## src/rtl/seqtrig_pkg.sv

```systemverilog
package seqtrig_pkg;

    localparam int CMD_W = 6;

    typedef logic [CMD_W-1:0] cmd_t;

    typedef enum logic {
        MODE_SINGLE = 1'b0,
        MODE_SEQ    = 1'b1
    } trig_mode_e;

    typedef enum logic {
        ARM_OFF = 1'b0,
        ARM_ON  = 1'b1
    } arm_state_e;

    typedef struct packed {
        logic valid;
        cmd_t cmd;
        logic rsp_bad;
        logic crc_err;
    } proto_evt_t;

    typedef struct packed {
        cmd_t pattern;
        cmd_t care;
        logic use_cmd;
        logic use_rsp;
        logic use_crc;
    } stage_cfg_t;

    // A stage is hit when the event is valid and any enabled criterion holds.
    function automatic logic stage_hit(proto_evt_t e, stage_cfg_t c);
        logic cmd_ok;
        logic rsp_ok;
        logic crc_ok;
        cmd_ok = c.use_cmd && (((e.cmd ^ c.pattern) & c.care) == '0);
        rsp_ok = c.use_rsp && e.rsp_bad;
        crc_ok = c.use_crc && e.crc_err;
        return e.valid && (cmd_ok || rsp_ok || crc_ok);
    endfunction

endpackage

```

## src/rtl/seqtrig_stage_match.sv

```systemverilog
module seqtrig_stage_match
    import seqtrig_pkg::*;
#(
    parameter int NUM_STAGES = 4
) (
    input  proto_evt_t                    evt,
    input  stage_cfg_t [NUM_STAGES-1:0]   cfg,
    output logic       [NUM_STAGES-1:0]   hit
);

    for (genvar g = 0; g < NUM_STAGES; g++) begin : g_cmp
        assign hit[g] = stage_hit(evt, cfg[g]);
    end

endmodule

```

## src/rtl/seqtrig_sequencer.sv

```systemverilog
module seqtrig_sequencer
    import seqtrig_pkg::*;
#(
    parameter  int NUM_STAGES = 4,
    localparam int STG_W      = $clog2(NUM_STAGES)
) (
    input  logic                  clk,
    input  logic                  rst,
    input  logic                  arm_req,
    input  logic                  pulse_busy,
    input  trig_mode_e            mode,
    input  logic [STG_W-1:0]      last_stage,
    input  logic [NUM_STAGES-1:0] hit,
    output logic                  fire_now,
    output logic                  fire_q,
    output logic [STG_W-1:0]      stage_q
);

    arm_state_e       state_q;
    arm_state_e       state_d;
    logic [STG_W-1:0] stage_d;
    logic [STG_W-1:0] eff_last;
    logic             at_last;

    if ((1 << STG_W) == NUM_STAGES) begin : g_full
        assign eff_last = last_stage;
    end else begin : g_clamp
        localparam logic [STG_W-1:0] TOP_IDX = STG_W'(NUM_STAGES - 1);
        assign eff_last = (last_stage > TOP_IDX) ? TOP_IDX : last_stage;
    end

    assign at_last = (stage_q >= eff_last);

    always_comb begin
        state_d  = state_q;
        stage_d  = stage_q;
        fire_now = 1'b0;
        if (arm_req && !pulse_busy) begin
            state_d = ARM_ON;
            stage_d = '0;
        end else if (state_q == ARM_ON) begin
            if (mode == MODE_SINGLE) begin
                if (hit[0]) begin
                    fire_now = 1'b1;
                    state_d  = ARM_OFF;
                end
            end else if (hit[stage_q]) begin
                if (at_last) begin
                    fire_now = 1'b1;
                    state_d  = ARM_OFF;
                    stage_d  = '0;
                end else begin
                    stage_d = stage_q + 1'b1;
                end
            end else if (hit[0]) begin
                stage_d = STG_W'(1);
            end
        end
        if (mode == MODE_SINGLE) begin
            stage_d = '0;
        end
    end

    always_ff @(posedge clk) begin
        if (rst) begin
            state_q <= ARM_OFF;
            stage_q <= '0;
            fire_q  <= 1'b0;
        end else begin
            state_q <= state_d;
            stage_q <= stage_d;
            fire_q  <= fire_now;
        end
    end

endmodule

```

## src/rtl/seqtrig_pulse.sv

```systemverilog
module seqtrig_pulse #(
    parameter  int PULSE_CYCLES = 20,
    localparam int CNT_W        = $clog2(PULSE_CYCLES + 1)
) (
    input  logic clk,
    input  logic rst,
    input  logic start,
    output logic pulse_q
);

    logic [CNT_W-1:0] cnt_q;
    logic [CNT_W-1:0] cnt_d;

    always_comb begin
        cnt_d = cnt_q;
        if (cnt_q != '0) begin
            cnt_d = cnt_q - 1'b1;
        end
        if (start && (cnt_q == '0)) begin
            cnt_d = CNT_W'(PULSE_CYCLES);
        end
    end

    always_ff @(posedge clk) begin
        if (rst) begin
            cnt_q   <= '0;
            pulse_q <= 1'b0;
        end else begin
            cnt_q   <= cnt_d;
            pulse_q <= (cnt_d != '0);
        end
    end

endmodule

```

## src/rtl/evt_seq_trigger.sv

```systemverilog
module evt_seq_trigger
    import seqtrig_pkg::*;
#(
    parameter  int NUM_STAGES   = 4,
    parameter  int PULSE_CYCLES = 20,
    localparam int STG_W        = $clog2(NUM_STAGES)
) (
    input  logic                        clk,
    input  logic                        rst,
    input  logic                        arm_req,
    input  logic                        cfg_mode,
    input  logic [STG_W-1:0]            cfg_last_stage,
    input  logic [NUM_STAGES*CMD_W-1:0] cfg_cmd_pat,
    input  logic [NUM_STAGES*CMD_W-1:0] cfg_cmd_mask,
    input  logic [NUM_STAGES-1:0]       cfg_cmd_en,
    input  logic [NUM_STAGES-1:0]       cfg_rsp_en,
    input  logic [NUM_STAGES-1:0]       cfg_crc_en,
    input  logic                        ev_valid,
    input  logic [CMD_W-1:0]            ev_cmd,
    input  logic                        ev_rsp_bad,
    input  logic                        ev_crc_err,
    output logic                        trig_out,
    output logic                        cap_start,
    output logic [STG_W-1:0]            cur_stage
);

    proto_evt_t                  evt;
    stage_cfg_t [NUM_STAGES-1:0] stage_cfg;
    logic       [NUM_STAGES-1:0] hit;
    logic                        fire_now;
    logic                        fire_q;
    trig_mode_e                  mode;

    assign evt  = '{valid: ev_valid, cmd: ev_cmd, rsp_bad: ev_rsp_bad, crc_err: ev_crc_err};
    assign mode = trig_mode_e'(cfg_mode);

    for (genvar g = 0; g < NUM_STAGES; g++) begin : g_cfg
        assign stage_cfg[g] = '{
            pattern: cfg_cmd_pat[g*CMD_W +: CMD_W],
            care:    cfg_cmd_mask[g*CMD_W +: CMD_W],
            use_cmd: cfg_cmd_en[g],
            use_rsp: cfg_rsp_en[g],
            use_crc: cfg_crc_en[g]
        };
    end

    seqtrig_stage_match #(.NUM_STAGES(NUM_STAGES)) match_i (
        .evt (evt),
        .cfg (stage_cfg),
        .hit (hit)
    );

    seqtrig_sequencer #(.NUM_STAGES(NUM_STAGES)) seq_i (
        .clk        (clk),
        .rst        (rst),
        .arm_req    (arm_req),
        .pulse_busy (trig_out),
        .mode       (mode),
        .last_stage (cfg_last_stage),
        .hit        (hit),
        .fire_now   (fire_now),
        .fire_q     (fire_q),
        .stage_q    (cur_stage)
    );

    seqtrig_pulse #(.PULSE_CYCLES(PULSE_CYCLES)) pulse_i (
        .clk     (clk),
        .rst     (rst),
        .start   (fire_now),
        .pulse_q (trig_out)
    );

    assign cap_start = fire_q;

endmodule

```

## config.mk

```make
export PLATFORM = sky130hd
export DESIGN_NAME = evt_seq_trigger
export DESIGN_NICKNAME = d
export VERILOG_FILES = /design/src/rtl/seqtrig_pkg.sv /design/src/rtl/seqtrig_stage_match.sv /design/src/rtl/seqtrig_sequencer.sv /design/src/rtl/seqtrig_pulse.sv /design/src/rtl/evt_seq_trigger.sv
export SDC_FILE = /design/constraint.sdc
export NUM_CORES = 1
export LEC_CHECK = 0
export ABC_CLOCK_PERIOD_IN_PS = 2780
export BUFFER_PORTS_ARGS = -buffer_cell sky130_fd_sc_hd__buf_2
export CORE_UTILIZATION = 30
export DETAILED_ROUTE_END_ITERATION = 12
export HOLD_SLACK_MARGIN = 0.1
export PLACE_DENSITY = 0.67
export RECOVER_POWER = 100
export SETUP_SLACK_MARGIN = 0.2
export SYNTH_ARGS = -nofsm -noshare
export SYNTH_HDL_FRONTEND = slang
export SYNTH_SLANG_ARGS = --single-unit
```

## constraint.sdc

```tcl
create_clock -name clk -period 2.78 [get_ports clk]
set_input_delay 0.139 -clock clk [delete_from_list [all_inputs] [get_ports clk]]
set_output_delay 0.139 -clock clk [all_outputs]
set_load 0.02 [all_outputs]
```

# Word level (Yosys, flattened, before mapping)
# Cells that the tools add are included.
# word_totals
word_cells	74
reg_bits	10
inputBits	75
output_inout_bits	4
# classes
muxes	19
n_lt_le_gt_ge	2
n_reduce_logical	37
n_addsub	2
n_bitwise	9
# op_table
operator	n
6-bit AND	4
6-bit zero test	4
6-bit XOR	4
1-bit logical AND	18
1-bit 2-to-1 mux	13
5-bit 2-to-1 mux	2
5-bit nonzero test	2
1-bit logical OR	8
2-bit 2-to-1 mux	3
5-bit zero test	1
5-bit by 1-bit subtractor with 5-bit output, second input constant	1
2-bit by 3-bit < comparator with 1-bit output, second input constant	1
3-bit OR reduction	1
2-bit by 1-bit adder with 2-bit output, second input constant	1
1-bit binary-select mux with 2-bit select	1
2-bit greater-or-equal comparator	1
2-bit AND reduction	1
2-bit nonzero test	1
1-bit zero test	1
1-bit NOT	1

# Depth between registers and ports, before layout
# Gate-level depths: netlist (run 1).
# logic_depth
word_depth	16
mapped_depth	8
ltp_nobuf	8

# Hierarchy
# Synthesis (run 1) repeated with hierarchy kept, for this count alone.
# unflattened
cells_unflattened	118
area_unflattened_um2	993.5
# by_module_without_submodules
mod	instances	area_each_um2	cells_per_inst	seq_area_each_um2
seqtrig_stage_match	1	405.4	52	0.0
seqtrig_pulse	1	294.0	34	120.1
seqtrig_sequencer	1	294.0	32	80.1

# Worst setup path before layout (run 1)
# OpenSTA, ideal clock, no wires.
# synth_timing
path_type	register -> register
startpoint	reg pulse_i.cnt_q[0]
endpoint	reg pulse_i.pulse_q
setup_time_ps	86
required_time_ps	2694
path_stages_with_launch	9
arrival_ps	1725
setup_slack_ps	970
path_buffers	0
period_less_slack_ps	1810
cell_sequence	dfxtp_1 inv_1 ha_1 or3b_2 nand3_1 a21oi_1 o21ai_0 nor3_1 a211oi_1
# synth_between
elab_chain_len	4
word_cells_on_any_way	7
classes_between	add/sub: 1; mux: 2; reduce/logical: 4
# synth_rtl
element	line_no	text
start, declared	seqtrig_pulse.sv:11	logic [CNT_W-1:0] cnt_q;
start signal, assigned	seqtrig_pulse.sv:29	cnt_q <= cnt_d;
5-bit by 1-bit subtractor with 5-bit output, or another cell as far along	seqtrig_pulse.sv:17	cnt_d = cnt_q - 1'b1;
5-bit 2-to-1 mux or 1-bit logical AND (tied branches)	seqtrig_pulse.sv:16, seqtrig_pulse.sv:19	
5-bit 2-to-1 mux *	seqtrig_pulse.sv:19	if (start && (cnt_q == '0)) begin
5-bit nonzero test *	seqtrig_pulse.sv:30	pulse_q <= (cnt_d != '0);
end signal, assigned	seqtrig_pulse.sv:30	
end, declared	seqtrig_pulse.sv:8	output logic pulse_q
# Every way passes the cells marked *; elsewhere a longest branch is shown, timed or not.
# A chain may end at the register's enable or synchronous reset.

# Final worst setup path (run 1)
# layout_timing
startpoint	in ev_cmd[2]
endpoint	reg pulse_i.cnt_q[4]
# layout_between
elab_chain_len	15
word_cells_on_any_way	37
classes_between	mux: 8; bitwise: 8; reduce/logical: 21
# layout_rtl
element	line_no	text
start, declared	evt_seq_trigger.sv:19	input logic [CMD_W-1:0] ev_cmd,
6-bit XOR	seqtrig_pkg.sv:37	cmd_ok = c.use_cmd && (((e.cmd ^ c.pattern) & c.care) == '0);
6-bit AND	seqtrig_pkg.sv:37	
6-bit zero test	seqtrig_pkg.sv:37	
1-bit logical AND	seqtrig_pkg.sv:37	
1-bit logical OR (2 in a row)	seqtrig_pkg.sv:40	return e.valid && (cmd_ok || rsp_ok || crc_ok);
1-bit logical AND	seqtrig_pkg.sv:40	
1-bit binary-select mux with 2-bit select	seqtrig_sequencer.sv:47	end else if (hit[stage_q]) begin
1-bit 2-to-1 mux (implied by the code)	seqtrig_sequencer.sv:47	
1-bit 2-to-1 mux	seqtrig_sequencer.sv:47	
1-bit 2-to-1 mux *	seqtrig_sequencer.sv:42	if (mode == MODE_SINGLE) begin
1-bit 2-to-1 mux *	seqtrig_sequencer.sv:41	end else if (state_q == ARM_ON) begin
1-bit 2-to-1 mux *	seqtrig_sequencer.sv:38	if (arm_req && !pulse_busy) begin
1-bit logical AND *	seqtrig_pulse.sv:19	
5-bit 2-to-1 mux *	seqtrig_pulse.sv:19	
# Every way passes the cells marked *; elsewhere a longest branch is shown, timed or not. The select of a mux whose other input is x is not followed.

==> results of run 1 <==
-- cells by family after synthesis --
logic type                 after synthesis
and+or+nand+nor                         45
AOI/OAI and AO/OA                       38
xor gates and xnor gates                25
DFF                                     10
buffers and inverters                    8
adders and majority gates                3
-- cell type report --
cell class	instances	area, um^2	share of cell area, %
multi-input combinational	111	808	53.6
timing repair buffer	78	384	25.5
sequential	10	200	13.3
tap	46	57.6	3.81
clock buffer	4	36.3	2.40
inverter	6	22.5	1.49
-- registers in the layout (all words and copies together) (netlist names) --
| name | flops |
|---|---|
| pulse_i.cnt_q | 5 |
| seq_i.fire_q | 1 |
| pulse_i.pulse_q | 1 |
| seq_i.state_q | 1 |
| seq_i.stage_q | 2 |
-- per-layer routing --
| metal | part of all wire (%) | up-vias | wire length [um] | GRT usage, % |
|---|---|---|---|---|
| met4 | 0 | 0 | 0 | 2.22 |
| met3 | 6.1 | 0 | 193 | 4.20 |
| met1 | 44 | 560 | 1410 | 21.8 |
| met5 | 0 | - | 0 | 0 |
| met2 | 50 | 33 | 1580 | 29.8 |
| li1 | - | 653 | - | - |
-- power groups by stage --
| stage | sequential [mW] | combinational [mW] | clock (mW) |
|---|---|---|---|
| final | 0.213 | 0.392 | 0.131 |
| after global routing | 0.219 | 0.436 | 0.140 |
| after CTS | 0.212 | 0.394 | 0.132 |
| after detailed placement | 0.214 | 0.387 | 0 |
| after global placement | 0.213 | 0.389 | 0 |
| after floorplan | 0.212 | 0.263 | 0 |
-- metrics by stage --
stage | std cells | utilization [%] | setup WS, ps | hold slack [ps]
6_report | 255 | 44.9 | 542 | 194
5_1_grt | 255 | 44.9 | 392 | 215
4_1_cts | 255 | 45.6 | 776 | 196
3_5_place_dp | 251 | 44.5 | 684 | 480
3_3_place_gp | 251 | 44.5 | 686 | 472
2_1_floorplan | 129 | - | 970 | 320
-- critical path, stage by stage --
cell and delay (ps):
clkbuf_1 230, xor2_1 110, a222oi_1 470, a31oi_1 230, a21oi_1 500, nand4_1 380
o41ai_2 350
-- cell usage in the layout (no fill, tap or decap), types with 2 or more instances in the layout --
cell type  netlist  final
nor4_1           2      2
buf_2            0     73
ha_1             3      3
nor2b_1          3      3
a22oi_1          5      5
dfxtp_1         10     10
o21ai_0          2      2
nor3b_1          3      3
clkbuf_1         2      5
a21oi_1          7      8
nand3_1          3      3
nor3_1           8      8
nand2b_1         4      4
clkbuf_4         0      3
or3_1            3      3
nand2_1          5      5
a21o_1           2      2
xor2_1          25     25
a22o_1           2      2
nor2_1           6      6
a222oi_1         4      4
nand4_1          5      6
inv_1            6      6
a31oi_1          5      5
-- worst paths after layout --
kind | to | slack (ps) | cells past startpoint
worst max-delay path | pulse_i.cnt_q[4] | 540 | 7
worst min-delay path | pulse_i.cnt_q[3] | 190 | 2
worst max register to register | pulse_i.pulse_q | 770 | 8
worst min register to register | seq_i.stage_q[0] | 590 | 2
==> metrics.csv, run 1 <==
metric,value,unit
Clock Skew,6.08,ps
Detailed Route Iter0 Violations,69,
fmax,447,MHz
final setup fails,0,
Synth Area in Simple Gates,24.7,%
num rows,21,
first-pass detailed-route iteration total,6,
CORE AREA,3360,um^2
GPL Wtd Cong,0.804,
P_int,0.432,mW
synth warn,0,
CTS Hold Bufs,0,
CTS resizes,0,
vias per inst,4.89,
"FF+latch count, synth",10,
peak supply drop,0.000295,V
Die Area,3770,um^2
total CTS buffers,3,
Area contributors post-synth,"xor2_1 (21%), dfxtp_1 (19%), a222oi_1 (3.8%)",
Rel. slew slack,64.5,%
syn_nets,207,
final hold vios,0,
Via Count,1246,
Die Y,61.4,um
GR Util All Layers,17.0,%
Initial Util,31.4,%
Sw Share,41.3,%
dpl cell area,1500,um^2
"Setup Fix Bufs, Post-CTS",0,
"top cells by count, synth","xor2_1 (25), dfxtp_1 (10), nor3_1 (8), a21oi_1 (7)",
crit start category,input port,
clock power share,17.8,%
Most used DFF post-synth,dfxtp_1,
PnR Total Power,0.736,mW
fillers,391,
clock-pin slew on the worst setup and hold paths,70,ps
mux contribution to synthesized area,0,%
"Area growth, synth to finish",42.7,%
top cell type's share of synthesized area,20.7,%
drt total wl,3190,um
port bufs,78,
Mapped Cells,129,
async set or reset register ratio after synthesis,0,%
Nets,288,
Gate power share,53.3,%
clock root buffer,clkbuf_4,
Switch Pwr,0.304,mW
Bufs on Longest Clock Path,2,
min-delay src,rst,
worst r2r src,pulse_i.cnt_q[0],
total gr overflow,0,
Setup CP Type,input port to flop,
RSZ-0062 raised after global routing,false,
adder-cell share of the synthesized area,3.55,%
hpwl dp,2650,um
global-route wire length before repair,4840,um
crit share post-route,80.5,%
"EDFF count, synth",0,
top-count cell post-synth,xor2_1,
Reg power frac,29.0,%
largest area contributor in the netlist,xor2_1,
Post-Syn Area per Cell,8.20,um^2
CTS sink cnt,10,
io pins,79,
compound-gate portion of the synthesized area,29.2,%
WP data arrival,2410,ps
Avg WL per Cell,12.5,um
initial antenna violation count,0,
minimum clock period,2240,ps
Clock Latency Late Sink,270,ps
vias in the first global route,1133,
synth unique cells,36,
Residual DRC,0,
Final ANT Viol Nets,0,
crit path launch,ev_cmd[2],
endpoint class of the critical path,flop,
Slew @ Worst Pin,528,ps
register area share after synthesis,18.9,%
fin. max-slew vios,0,
Netlist Area Pre-Place,1060,um^2
Crit Path Max Fanout,7,
CTS tree,yes,
pin count of the biggest net entering global routing,14,
setup_tns,0,ps
WP data required,2960,ps
final instance area,1510,um^2
Max-cap violations,0,
Pwr Density,488,nW/um^2
run status,finished clean,
die width,61.4,um
ANT cells,0,
largest family of logic cells by synthesized area,compound AO/OA/AOI/OAI gates,
layout cells sized above 1,38.8,%
leakage,0.706,nW
xor/xnor cell area share of the yosys netlist,20.7,%
Hold Crit Class,input port to flop,
H-tree Lvls,1,
Power figures use the tool's default switching activity.
==> run 2: changes to the inputs <==
--- a/config.mk
+++ b/config.mk
@@ -5,12 +5,12 @@
 export SDC_FILE = /design/constraint.sdc
 export NUM_CORES = 1
 export LEC_CHECK = 0
-export ABC_CLOCK_PERIOD_IN_PS = 2780
+export ABC_CLOCK_PERIOD_IN_PS = 1900
 export BUFFER_PORTS_ARGS = -buffer_cell sky130_fd_sc_hd__buf_2
 export CORE_UTILIZATION = 30
 export DETAILED_ROUTE_END_ITERATION = 12
 export HOLD_SLACK_MARGIN = 0.1
-export PLACE_DENSITY = 0.67
+export PLACE_DENSITY = 0.69
 export RECOVER_POWER = 100
 export SETUP_SLACK_MARGIN = 0.2
 export SYNTH_ARGS = -nofsm -noshare
==> constraint.sdc (replaced) <==
create_clock -name clk -period 1.9 [get_ports clk]
set_input_delay 0.095 -clock clk [delete_from_list [all_inputs] [get_ports clk]]
set_output_delay 0.095 -clock clk [all_outputs]
set_load 0.02 [all_outputs]
==> run 2 against run 1 <==
Critical path depth unchanged. First-iteration DRC count did not move. Highest routed layer is now met4. Utilization rose by 6.5 points. Global-route usage increased by 1.3 points. Sequential share of layout area shrank 1.7 points. Power grew 83%. Hold slack worse by 32 ps. Setup slack lost 340 ps. Combinational power is 120% higher. Via count up 7.1%. Die area unchanged. Largest cell class unchanged. Routed wire length increased by 10%.
==> metrics.csv, run 2 (synthesized netlist as in run 1, its figures left out) <==
metric,value,unit,change
"Area growth, synth to finish",63.4,%,
Rel. slew slack,65.7,%,+1.2 points
global-route wire length before repair,5170,um,+6.9%
Crit Path Max Fanout,6,,-1
port bufs,78,,unchanged
Max-cap violations,0,,unchanged
Final ANT Viol Nets,0,,unchanged
area occupied by multi-input gates,903,um^2,+12%
Top Registers,"pulse_i.cnt_q (5), seq_i.stage_q (2)",,
dpl cell area,1570,um^2,+5.1%
Crit-path slowest cell,dfxtp_1,,
CORE AREA,3360,um^2,unchanged
wire length on met2,1710,um,+8.3%
Max stage delay on crit path,420,ps,-80 ps
final instance area,1730,um^2,+15%
CTS sink cnt,10,,unchanged
Initial Util,31.4,%,unchanged
Setup CP Type,flop to flop,,
Bufs on Longest Clock Path,2,,unchanged
ANT cells,0,,unchanged
Via Count,1335,,+7.1%
fin. max-slew vios,0,,unchanged
Detailed Route Iter0 Violations,69,,unchanged
crit share post-route,89.5,%,
CTS Hold Bufs,0,,unchanged
final setup fails,0,,unchanged
WP data required,2110,ps,-850 ps
fmax,588,MHz,
leakage,0.801,nW,+13%
die width,61.4,um,unchanged
H-tree Lvls,1,,unchanged
Reg with most FFs,pulse_i.cnt_q,,
layout cells sized above 1,50.2,%,+11 points
drt total wl,3510,um,+10%
first-pass detailed-route iteration total,4,,-2
minimum clock period,1700,ps,
num rows,21,,unchanged
Nets,302,,+4.9%
Residual DRC,0,,unchanged
Clock Skew,6.59,ps,+0.514 ps
Hold Crit Class,input port to flop,,
crit start category,flop,,
io pins,79,,unchanged
endpoint class of the critical path,flop,,
FF+latch area,200,um^2,unchanged
vias per inst,4.96,,+1.6%
"most common cell after layout, fill and taps aside",buf_2,,
most frequent cells in the layout,"buf_2 (70), xor2_1 (24), buf_4 (12)",,
Slew @ Worst Pin,513,ps,-14.5 ps
Clock Latency Late Sink,270,ps,about the same
CTS tree,yes,,
setup_tns,0,ps,unchanged
M1 WL,1570,um,+11%
hpwl dp,2780,um,+5.0%
final hold vios,0,,unchanged
pin count of the biggest net entering global routing,14,,unchanged
Highest Signal Layer,met4,,
metal3 WL,208,um,+7.8%
Avg WL per Cell,13.1,um,+4.5%
peak supply drop,0.000287,V,-2.7%
Die Area,3770,um^2,unchanged
WP data arrival,1910,ps,-500 ps
max reg flops,5,,unchanged
fillers,335,,-14%
total CTS buffers,3,,unchanged
CP Buf/Inv Count,2,,+1
clock-pin slew on the worst setup and hold paths,70,ps,about the same
RSZ-0062 raised after global routing,true,,
"delay-heaviest family, CP",compound AO/OA/AOI/OAI gates,,
Die Y,61.4,um,unchanged
Pwr Density,781,nW/um^2,+60%
initial antenna violation count,0,,unchanged
crit-path cells,"inv_2, o31a_1, a31oi_1, a21oi_2, buf_4, a311o_1, a21oi_1",,
total gr overflow,0,,unchanged
vias in the first global route,1200,,+5.9%
GR Util All Layers,18.3,%,+1.3 points
clock root buffer,clkbuf_4,,
GPL Wtd Cong,0.851,,+5.8%
run status,finished clean,,
==> run 2: changes by cell type in the layout (fill, tap and decap cells not counted), moves of 2 or more <==
cell,before,now
nor2_2,0,2
inv_2,0,3
nor3b_1,3,1
inv_1,6,3
buf_2,73,70
buf_4,0,12
a21oi_2,0,2
a21oi_1,8,6
buf_6,0,4
nor2_1,6,4
==> run 2: area by class of cell <==
type                            instances  area share [%]
Inverter                                6            1.30
Sequential cell                        10            11.6
Clock buffer                            4            2.10
Tap cell                               46            3.33
Multi-Input combinational cell        111            52.3
Timing Repair Buffer                   92            29.4
==> run 2: final timing paths <==
path | slack [ps] | cells after the start | from | end
worst max-delay path | 200 | 7 | seq_i.stage_q[0] | seq_i.state_q
worst min-delay path | 160 | 2 | rst | pulse_i.cnt_q[3]
worst max register to register | 200 | 7 | seq_i.stage_q[0] | seq_i.state_q
worst min register to register | 580 | 2 | seq_i.state_q | seq_i.stage_q[0]
==> run 2: metrics by stage <==
step	total power, mW	worst slack, ps	hold WS (ps)	instances	utilization, %
after global placement	0.955	-33.7	423	261	46.8
after global routing	1.45	112	172	269	51.4
after floorplan	0.699	138	269	129	-
after CTS	1.24	206	149	266	49.4
after detailed placement	0.957	-35.8	426	261	46.8
final	1.35	200	163	269	51.4
==> run 2: timing repair <==
action | CTS | global route
gates cloned | 0 | 0
setup endpoints to repair | 5 | 8
pin swaps | 4 | 14
resized for setup | 13 | 17
buffers inserted | 1 | 3
==> run 2: layer usage <==
metal | up-vias | global-route usage [%]
met1 | 610 | 24.4
met3 | 4 | 2.94
met4 | 0 | 4.13
li1 | 680 | -
met5 | - | 0
met2 | 41 | 31.2
==> run 2: where the power goes <==
| part | switching [mW] | total, mW | internal [mW] |
|---|---|---|---|
| combinational | 0.417 | 0.844 | 0.427 |
| sequential | 0.0523 | 0.314 | 0.261 |
| clock | 0.0755 | 0.192 | 0.116 |
| total | 0.545 | 1.35 | 0.805 |
